[config.mk]
export PLATFORM = sky130hd
export DESIGN_NAME = cpwm_deadband
export DESIGN_NICKNAME = d
export VERILOG_FILES = /design/src/rtl/cpwm_pkg.sv /design/src/rtl/cpwm_period_ctr.sv /design/src/rtl/cpwm_dead_gate.sv /design/src/rtl/cpwm_deadband.sv
export SDC_FILE = /design/constraint.sdc
export NUM_CORES = 1
export LEC_CHECK = 0
export BUFFER_PORTS_ARGS = -buffer_cell sky130_fd_sc_hd__buf_2
export CAP_MARGIN = 5
export CORE_ASPECT_RATIO = 1.1
export CORE_MARGIN = 2
export CORE_UTILIZATION = 45
export CTS_BUF_LIST = sky130_fd_sc_hd__clkbuf_16
export CTS_CLUSTER_DIAMETER = 80
export DETAILED_ROUTE_END_ITERATION = 7
export GPL_TIMING_DRIVEN = 0
export MAX_ROUTING_LAYER = met4
export PLACE_DENSITY = 0.63
export SLEW_MARGIN = 20
export SYNTH_ARGS = -nofsm -noshare
export SYNTH_HDL_FRONTEND = slang
export SYNTH_SLANG_ARGS = --single-unit
[constraint.sdc]
create_clock -name clk_i -period 1.75 [get_ports clk_i]
set_input_delay 0.35 -clock clk_i [delete_from_list [all_inputs] [get_ports clk_i]]
set_output_delay 0.35 -clock clk_i [all_outputs]
set_load 0.1 [all_outputs]
[src/rtl/cpwm_pkg.sv]
package cpwm_pkg;
   // Side index used by the per-gate generate loop
   typedef enum logic [0:0] {
      SIDE_HI = 1'b0,
      SIDE_LO = 1'b1
   } side_e;

   localparam int unsigned NUM_SIDES = 2;

   // Width needed to count 0..n
   function automatic int unsigned run_width(input int unsigned n);
      return (n < 1) ? 1 : $clog2(n + 1);
   endfunction
endpackage

[src/rtl/cpwm_period_ctr.sv]
module cpwm_period_ctr #(
   parameter int unsigned CNT_W = 8
) (
   input  logic             clk_i,
   input  logic             rst_ni,
   input  logic [CNT_W-1:0] duty_i,
   input  logic             load_i,
   output logic [CNT_W-1:0] cnt_o,
   output logic [CNT_W-1:0] duty_o
);
   localparam logic [CNT_W-1:0] CNT_MAX = '1;

   logic [CNT_W-1:0] cnt_q;
   logic [CNT_W-1:0] pend_q;
   logic [CNT_W-1:0] act_q;
   logic             wrap;

   assign wrap = (cnt_q == CNT_MAX);

   always_ff @(posedge clk_i) begin
      if (!rst_ni) begin
         cnt_q  <= '0;
         pend_q <= duty_i;
         act_q  <= duty_i;
      end else begin
         cnt_q <= cnt_q + 1'b1;
         if (load_i) begin
            pend_q <= duty_i;
         end
         if (wrap) begin
            act_q <= load_i ? duty_i : pend_q;
         end
      end
   end

   assign cnt_o  = cnt_q;
   assign duty_o = act_q;
endmodule

[src/rtl/cpwm_dead_gate.sv]
module cpwm_dead_gate #(
   parameter int unsigned DEAD  = 4,
   parameter int unsigned RUN_W = 3
) (
   input  logic clk_i,
   input  logic rst_ni,
   input  logic req_i,
   output logic gate_o
);
   localparam logic [RUN_W-1:0] RUN_SAT = RUN_W'(DEAD);

   logic [RUN_W-1:0] run_q;
   logic             gate_q;

   // run_q counts how long the demand has held, saturating at DEAD
   always_ff @(posedge clk_i) begin
      if (!rst_ni) begin
         run_q  <= '0;
         gate_q <= 1'b0;
      end else begin
         if (!req_i) begin
            run_q <= '0;
         end else if (run_q != RUN_SAT) begin
            run_q <= run_q + 1'b1;
         end
         gate_q <= req_i && (run_q == RUN_SAT);
      end
   end

   assign gate_o = gate_q;
endmodule

[src/rtl/cpwm_deadband.sv]
module cpwm_deadband #(
   parameter int unsigned CNT_W = 8,
   parameter int unsigned DEAD  = 4
) (
   input  logic             clk_i,
   input  logic             rst_ni,
   input  logic [CNT_W-1:0] duty_i,
   input  logic             load_i,
   output logic             hi_gate_o,
   output logic             lo_gate_o
);
   import cpwm_pkg::*;

   localparam int unsigned RUN_W = run_width(DEAD);

   generate
      if (CNT_W < 2 || CNT_W > 16) begin : g_bad_width
         $error("cpwm_deadband: CNT_W must be in 2..16");
      end
      if (DEAD < 1 || DEAD >= (1 << (CNT_W - 1))) begin : g_bad_dead
         $error("cpwm_deadband: DEAD must be at least 1 and below half a period");
      end
   endgenerate

   logic [CNT_W-1:0]     cnt_q;
   logic [CNT_W-1:0]     duty_act;
   logic [NUM_SIDES-1:0] req_vec;
   logic [NUM_SIDES-1:0] gate_vec;

   cpwm_period_ctr #(
      .CNT_W (CNT_W)
   ) u_ctr (
      .clk_i  (clk_i),
      .rst_ni (rst_ni),
      .duty_i (duty_i),
      .load_i (load_i),
      .cnt_o  (cnt_q),
      .duty_o (duty_act)
   );

   // Opposite-phase demands: high side first, low side for the remainder
   assign req_vec[SIDE_HI] = (cnt_q < duty_act);
   assign req_vec[SIDE_LO] = !(cnt_q < duty_act);

   for (genvar g = 0; g < NUM_SIDES; g++) begin : g_side
      cpwm_dead_gate #(
         .DEAD  (DEAD),
         .RUN_W (RUN_W)
      ) u_gate (
         .clk_i  (clk_i),
         .rst_ni (rst_ni),
         .req_i  (req_vec[g]),
         .gate_o (gate_vec[g])
      );
   end

   assign hi_gate_o = gate_vec[SIDE_HI];
   assign lo_gate_o = gate_vec[SIDE_LO];
endmodule

==> results.json, run 1 <==
{
  "dp_hpwl_mm": 1.71,
  "regArea_um2": 723,
  "path_delay_family": "compound AO/OA/AOI/OAI gates",
  "die_x_um": 56.4,
  "first_iter_violations": 24,
  "port_buffers": 12,
  "layout_commonest_cell": "dfxtp_1",
  "syn_avg_cell_area_um2": 10.9,
  "rsz0062_at_grt": "yes",
  "ys_types": 26,
  "worstPathArrival_ns": 1.93,
  "cts_made_buffers": 5,
  "power_switching_w": 0.000415,
  "pwr-share-clk": 0.466,
  "critPathMaxStageDelay_ns": 0.38,
  "period_share": 0.983,
  "ys_seq_area_frac": 0.530,
  "vias_per_cell": 5.04,
  "pwr-share-comb": 0.076,
  "clock_latency_ns": 0.28,
  "sequentialPowerShare": 0.458,
  "ant_nets": 0,
  "crit_slowest_cell": "edfxtp_1",
  "yosys_register_bits": 32,
  "grt_max_degree": 13,
  "p_int_w": 0.00140,
  "dieArea_mm2": 0.00348,
  "grt_pass1_wl_mm": 3.90,
  "rows": 20,
  "maxSlewHeadroom": 0.679,
  "vias": 897,
  "timing.hold.ws_ns": 0.316,
  "leakage_nw": 0.683,
  "synth_cells": 125,
  "required_ns": 1.96,
  "synthTopCellsByArea": "dfxtp_1, edfxtp_1, ha_1",
  "fmax_ghz": 0.581,
  "worst_clock_skew_ns": 0.00274,
  "crit_chain": "inv_2 -> ha_4 -> a21o_2 -> a221o_1 -> a311o_2 -> a21oi_1",
  "num_antenna_cells": 0,
  "postCtsSetupBuffers": 0,
  "ios": 13,
  "clkTransAtPathRegs_ns": 0.05,
  "synth_nets": 148,
  "routedWlPerCell_um": 12.9,
  "yosys_warnings": 0,
  "tns_ns": 0,
  "final_layout_size_suffix_gt1_frac": 0.269,
  "gp_congestion": 0.730,
  "grt.overflow.total": 0,
  "syn_area_mm2": 0.00136,
  "grt_usage": 0.162,
  "antenna_found_initial": 0,
  "synth_top_area_cell": "dfxtp_1",
  "drv_cap": 0,
  "crit_path_end_kind": "register",
  "htreeDepth": 2,
  "critPathKind": "reg -> reg",
  "root_buffer": "clkbuf_16",
  "crit_buf_inv": 1,
  "wirelength_mm": 2.30,
  "yosysTopAreaCellShare": 0.354,
  "initial_core_util": 0.481,
  "fp.coreArea_mm2": 0.00283,
  "fin_nets": 167,
  "crit_fanout": 4,
  "fill_cells": 259,
  "grt_pass1_vias": 901,
  "final_cell_mix": "dfxtp_1, nor2_1, buf_2",
  "slew_viol_final": 0,
  "fin_crit_ns": 1.72,
  "tritoncts": "yes",
  "ir_worst_vdd_mv": 1.08,
  "hp-class": "in -> reg",
  "die_height_um": 61.6,
  "multiInputGateArea_um2": 623,
  "drt_first_pass_iters": 4,
  "cts_sinks": 32,
  "setup_violations": 0,
  "start_kind": "register",
  "swShare": 0.229,
  "area_delta_synth_final_pct": 21.1,
  "p_per_area_mw_per_mm2": 1100,
  "hold_viol": 0,
  "status": "finished clean",
  "cts_buffer_depth": 2,
  "drc": 0,
  "worst_pin_slew_ns": 0.485,
  "total_power_w": 0.00182
}
## cell families after synthesis
| kind of cell | count (synthesis) | synth area share |
|---|---|---|
| mux | 8 | 0.0663 |
| simple gates | 38 | 0.136 |
| buf+inv | 13 | 0.0359 |
| xor+xnor | 6 | 0.0387 |
| fa+ha+maj | 12 | 0.110 |
| flops | 32 | 0.530 |
| compound gates | 16 | 0.0820 |
## cell usage after synthesis (all sizes together)
master  number
clkbuf       1
xor2         3
a21oi        4
nor2        12
xnor2        3
and4         1
inv         12
a2111o       1
nand2        8
and3         2
a211oi       1
nor3         1
dfxtp       24
a221o        1
nand3        7
or3          2
edfxtp       8
o21ai        5
nand2b       3
a21o         1
a311o        1
mux2         8
and2         2
ha          12
a221oi       1
a32oi        1
## repair_timing
action,CTS,global route
hold buffers,0,0
hold endpoints to repair,0,0
pin swaps,6,2
setup endpoints to repair,12,12
resized for setup,6,3
## final timing paths
check	startpoint	endpoint	slack (ns)	depth (start not counted)
max	u_ctr.duty_o[6]$_DFFE_PP_	g_side[0].u_gate.run_q[1]$_SDFFE_PN0N_	0.03	6
min	duty_i[2]	u_ctr.pend_q[2]$_DFF_P_	0.32	2
max reg2reg	u_ctr.duty_o[6]$_DFFE_PP_	g_side[0].u_gate.run_q[1]$_SDFFE_PN0N_	0.03	6
min reg2reg	u_ctr.cnt_o[0]$_SDFF_PN0_	u_ctr.cnt_o[0]$_SDFF_PN0_	0.46	1
## through the flow
step / std cells / utilization / instance area [µm²] / worst slack (ns)
6_report: 178 / 0.582 / 1650 / 0.0292
5_1_grt: 178 / 0.582 / 1650 / -0.00905
4_1_cts: 178 / 0.580 / 1640 / -0.0113
3_5_place_dp: 170 / 0.516 / 1460 / -0.225
3_3_place_gp: 170 / 0.516 / 1460 / -0.267
2_1_floorplan: 125 / - / 1360 / 0.0273
## per-layer routing
metal	global-route usage	wire (µm)
met1	0.154	1010
met2	0.282	1140
met3	0.0630	95
met4	0.0986	57
met5	-	0
## state kept, by name (all words and copies together) (netlist names)
name,cells
u_ctr.duty_o,8
u_ctr.pend_q,8
u_ctr.cnt_o,8
g_side.u_gate.run_q,6
g_side.u_gate.gate_o,2
## power groups by stage
stage               clock network, W  registers [W]  logic (W)
finish                      0.000847       0.000833   0.000138
global route                0.000896       0.000838   0.000157
floorplan                          0       0.000846  0.0000921
global placement                   0       0.000845   0.000123
detailed placement                 0       0.000848   0.000132
CTS                         0.000876       0.000832   0.000139
## cell type report
| type | instances | area share |
|---|---|---|
| clock buffer | 5 | 0.0760 |
| inverter | 12 | 0.0274 |
| multi-input combinational | 80 | 0.379 |
| clock inverter | 3 | 0.0144 |
| sequential | 32 | 0.440 |
| tap | 33 | 0.0251 |
| buffer | 1 | 0.00228 |
| timing repair buffer | 12 | 0.0365 |
## worst register-to-register path, stage by stage (launching register included)
cell and delay (ns):
edfxtp_1 0.38, inv_2 0.09, ha_4 0.21, a21o_2 0.19, a221o_1 0.31, a311o_2 0.36, a21oi_1 0.12
Power figures use the tool's default switching activity.
==> inputs of run 2 (changes only) <==
- SYNTH_HIERARCHICAL: default -> 1
==> run 2 against run 1 <==
Against the previous run: non-clock buffer count unchanged; largest power group is now sequential cells; clock power decreased by 2.5%; worst hold slack is essentially flat; largest cell class unchanged; sequential cell count stayed put; core utilization is 2.4 points lower; clock-buffer cell count unchanged.
==> results.json, run 2 <==
{
  "cts_made_buffers": 5,
  "vias": 944,
  "fin_crit_ns": 1.70,
  "grt_pass1_wl_mm": 3.95,
  "fin_nets": 167,
  "synth_edf_count": 8,
  "syn_area_mm2": 0.00139,
  "ir_worst_vdd_mv": 0.664,
  "leakage_nw": 0.707,
  "crit_path_end_kind": "register",
  "syn_avg_cell_area_um2": 11.1,
  "synth_top_area_cell": "dfxtp_1",
  "p_per_area_mw_per_mm2": 1080,
  "tritoncts": "yes",
  "final_layout_size_suffix_gt1_frac": 0.303,
  "wirelength_mm": 2.29,
  "dp_hpwl_mm": 1.68,
  "dpl_worst_slack_ns": -0.289,
  "area_delta_synth_final_pct": 20.6,
  "period_share": 0.970,
  "start_kind": "register",
  "fmax_ghz": 0.589,
  "rsz0062_at_grt": "yes",
  "synth_commonest_cells": "dfxtp_1, ha_1, inv_1",
  "grt.overflow.total": 0,
  "grt_pass1_vias": 943,
  "die_x_um": 56.9,
  "routedWlPerCell_um": 12.8,
  "first_iter_violations": 28,
  "timing.hold.ws_ns": 0.317,
  "die_height_um": 62.2,
  "root_buffer": "clkbuf_16",
  "synth_nets": 148,
  "drc": 0,
  "synthFlopType": "dfxtp_1",
  "grt_usage": 0.154,
  "crit_slowest_cell": "edfxtp_1",
  "worst_pin_slew_ns": 0.484,
  "yosys_register_bits": 32,
  "dieArea_mm2": 0.00354,
  "slew_viol_final": 0,
  "fin_ws_ns": 0.0519,
  "maxSlewHeadroom": 0.680,
  "htreeDepth": 2,
  "initial_core_util": 0.463,
  "setup_violations": 0,
  "final_cell_mix": "dfxtp_1, buf_2, ha_1",
  "drv_cap": 0,
  "num_antenna_cells": 0,
  "clock_latency_ns": 0.28,
  "hold_viol": 0,
  "rows": 21,
  "critPathMaxStageDelay_ns": 0.38,
  "cts_sinks": 32,
  "ant_nets": 0,
  "layout_commonest_cell": "dfxtp_1",
  "clkTransAtPathRegs_ns": 0.05,
  "gp_congestion": 0.753,
  "yosysMostFrequentCell": "dfxtp_1",
  "antenna_found_initial": 0,
  "vias_per_cell": 5.27,
  "synthTopCellsByArea": "dfxtp_1, edfxtp_1, ha_1",
  "yosys_warnings": 6,
  "cts_buffer_depth": 2,
  "status": "finished clean",
  "fp.coreArea_mm2": 0.00300,
  "required_ns": 1.96,
  "synth_cells": 125,
  "ys_seq_area_frac": 0.520,
  "crit_fanout": 4,
  "hp-class": "in -> reg",
  "ios": 13,
  "critPathKind": "reg -> reg",
  "worstPathArrival_ns": 1.91,
  "fill_cells": 283,
  "async_flop_share": 0,
  "worst_clock_skew_ns": 0.00317,
  "port_buffers": 12,
  "crit_chain": "inv_2 -> ha_4 -> a211o_2 -> a31oi_4 -> o221a_1 -> nand2_2 -> nor3_2",
  "grt_max_degree": 13,
  "ys_types": 29,
  "drt_first_pass_iters": 5,
  "yosysTopAreaCellShare": 0.347
}
run 2: final timing paths:
| path | from | end | slack [ns] | cells past startpoint |
|---|---|---|---|---|
| worst max register to register | u_ctr/duty_o[2]$_DFFE_PP_ | g_side[0].u_gate/run_q[2]$_SDFFE_PN0P_ | 0.05 | 7 |
| worst max-delay path | u_ctr/duty_o[2]$_DFFE_PP_ | g_side[0].u_gate/run_q[2]$_SDFFE_PN0P_ | 0.05 | 7 |
| worst min register to register | u_ctr/pend_q[7]$_DFF_P_ | u_ctr/pend_q[7]$_DFF_P_ | 0.47 | 1 |
| worst min-delay path | duty_i[1] | u_ctr/pend_q[1]$_DFF_P_ | 0.32 | 2 |
run 2: final cells by class:
cell class / count / area (µm²) / share of cell area
Timing Repair Buffer: 12 / 60.1 / 0.0359
Buffer: 1 / 5.00 / 0.00299
Tap cell: 34 / 42.5 / 0.0254
Sequential cell: 32 / 723 / 0.433
Multi-Input combinational cell: 81 / 656 / 0.392
Inverter: 11 / 41.3 / 0.0247
Clock buffer: 5 / 125 / 0.0749
Clock inverter: 3 / 18.8 / 0.0112
run 2: logic make-up after synthesis:
group           synth area share
simple gates               0.149
flops                      0.520
compound gates             0.106
buf+inv                   0.0334
fa+ha+maj                  0.108
mux                       0.0650
xor+xnor                  0.0190
run 2: per-stage QoR:
stage                     cells  cell area (µm²)  total power [W]  TNS, ns   util
after global placement      171             1490         0.000965    -1.72  0.497
after floorplan             125             1390         0.000936        0      -
after detailed placement    171             1490         0.000980    -2.71  0.497
final                       179             1670          0.00181        0  0.558
after global routing        179             1670          0.00188   -0.132  0.558
after CTS                   179             1660          0.00183        0  0.556
run 2: layer usage:
metal	up-vias	share of wire	global-route usage
met5	-	0	-
met3	7	0.046	0.0625
met4	0	0.027	0.0872
met2	16	0.54	0.269
met1	447	0.38	0.135
li1	474	-	-
run 2: critical path, delay by kind of cell (launching register included):
kind | cells | cell delay [ns]
buffers and inverters | 1 | 0.09
flip-flops | 1 | 0.38
AO/OA/AOI/OAI | 3 | 0.73
adder cells (fa/ha/maj) | 1 | 0.21
AND/OR/NAND/NOR | 2 | 0.22
run 2: what timing repair did:
| action | CTS | global route |
|---|---|---|
| pin swaps | 1 | 2 |
| setup buffers | 0 | 0 |
| gates resized for setup | 6 | 4 |
| endpoints found under the hold margin | 0 | 0 |
| endpoints found under the setup margin | 16 | 16 |
| hold buffers | 0 | 0 |
run 2: where the power goes:
| part | switching [W] | total (W) | internal, W |
|---|---|---|---|
| logic | 0.0000731 | 0.000148 | 0.0000753 |
| clock network | 0.000306 | 0.000826 | 0.000520 |
| registers | 0.0000238 | 0.000832 | 0.000808 |
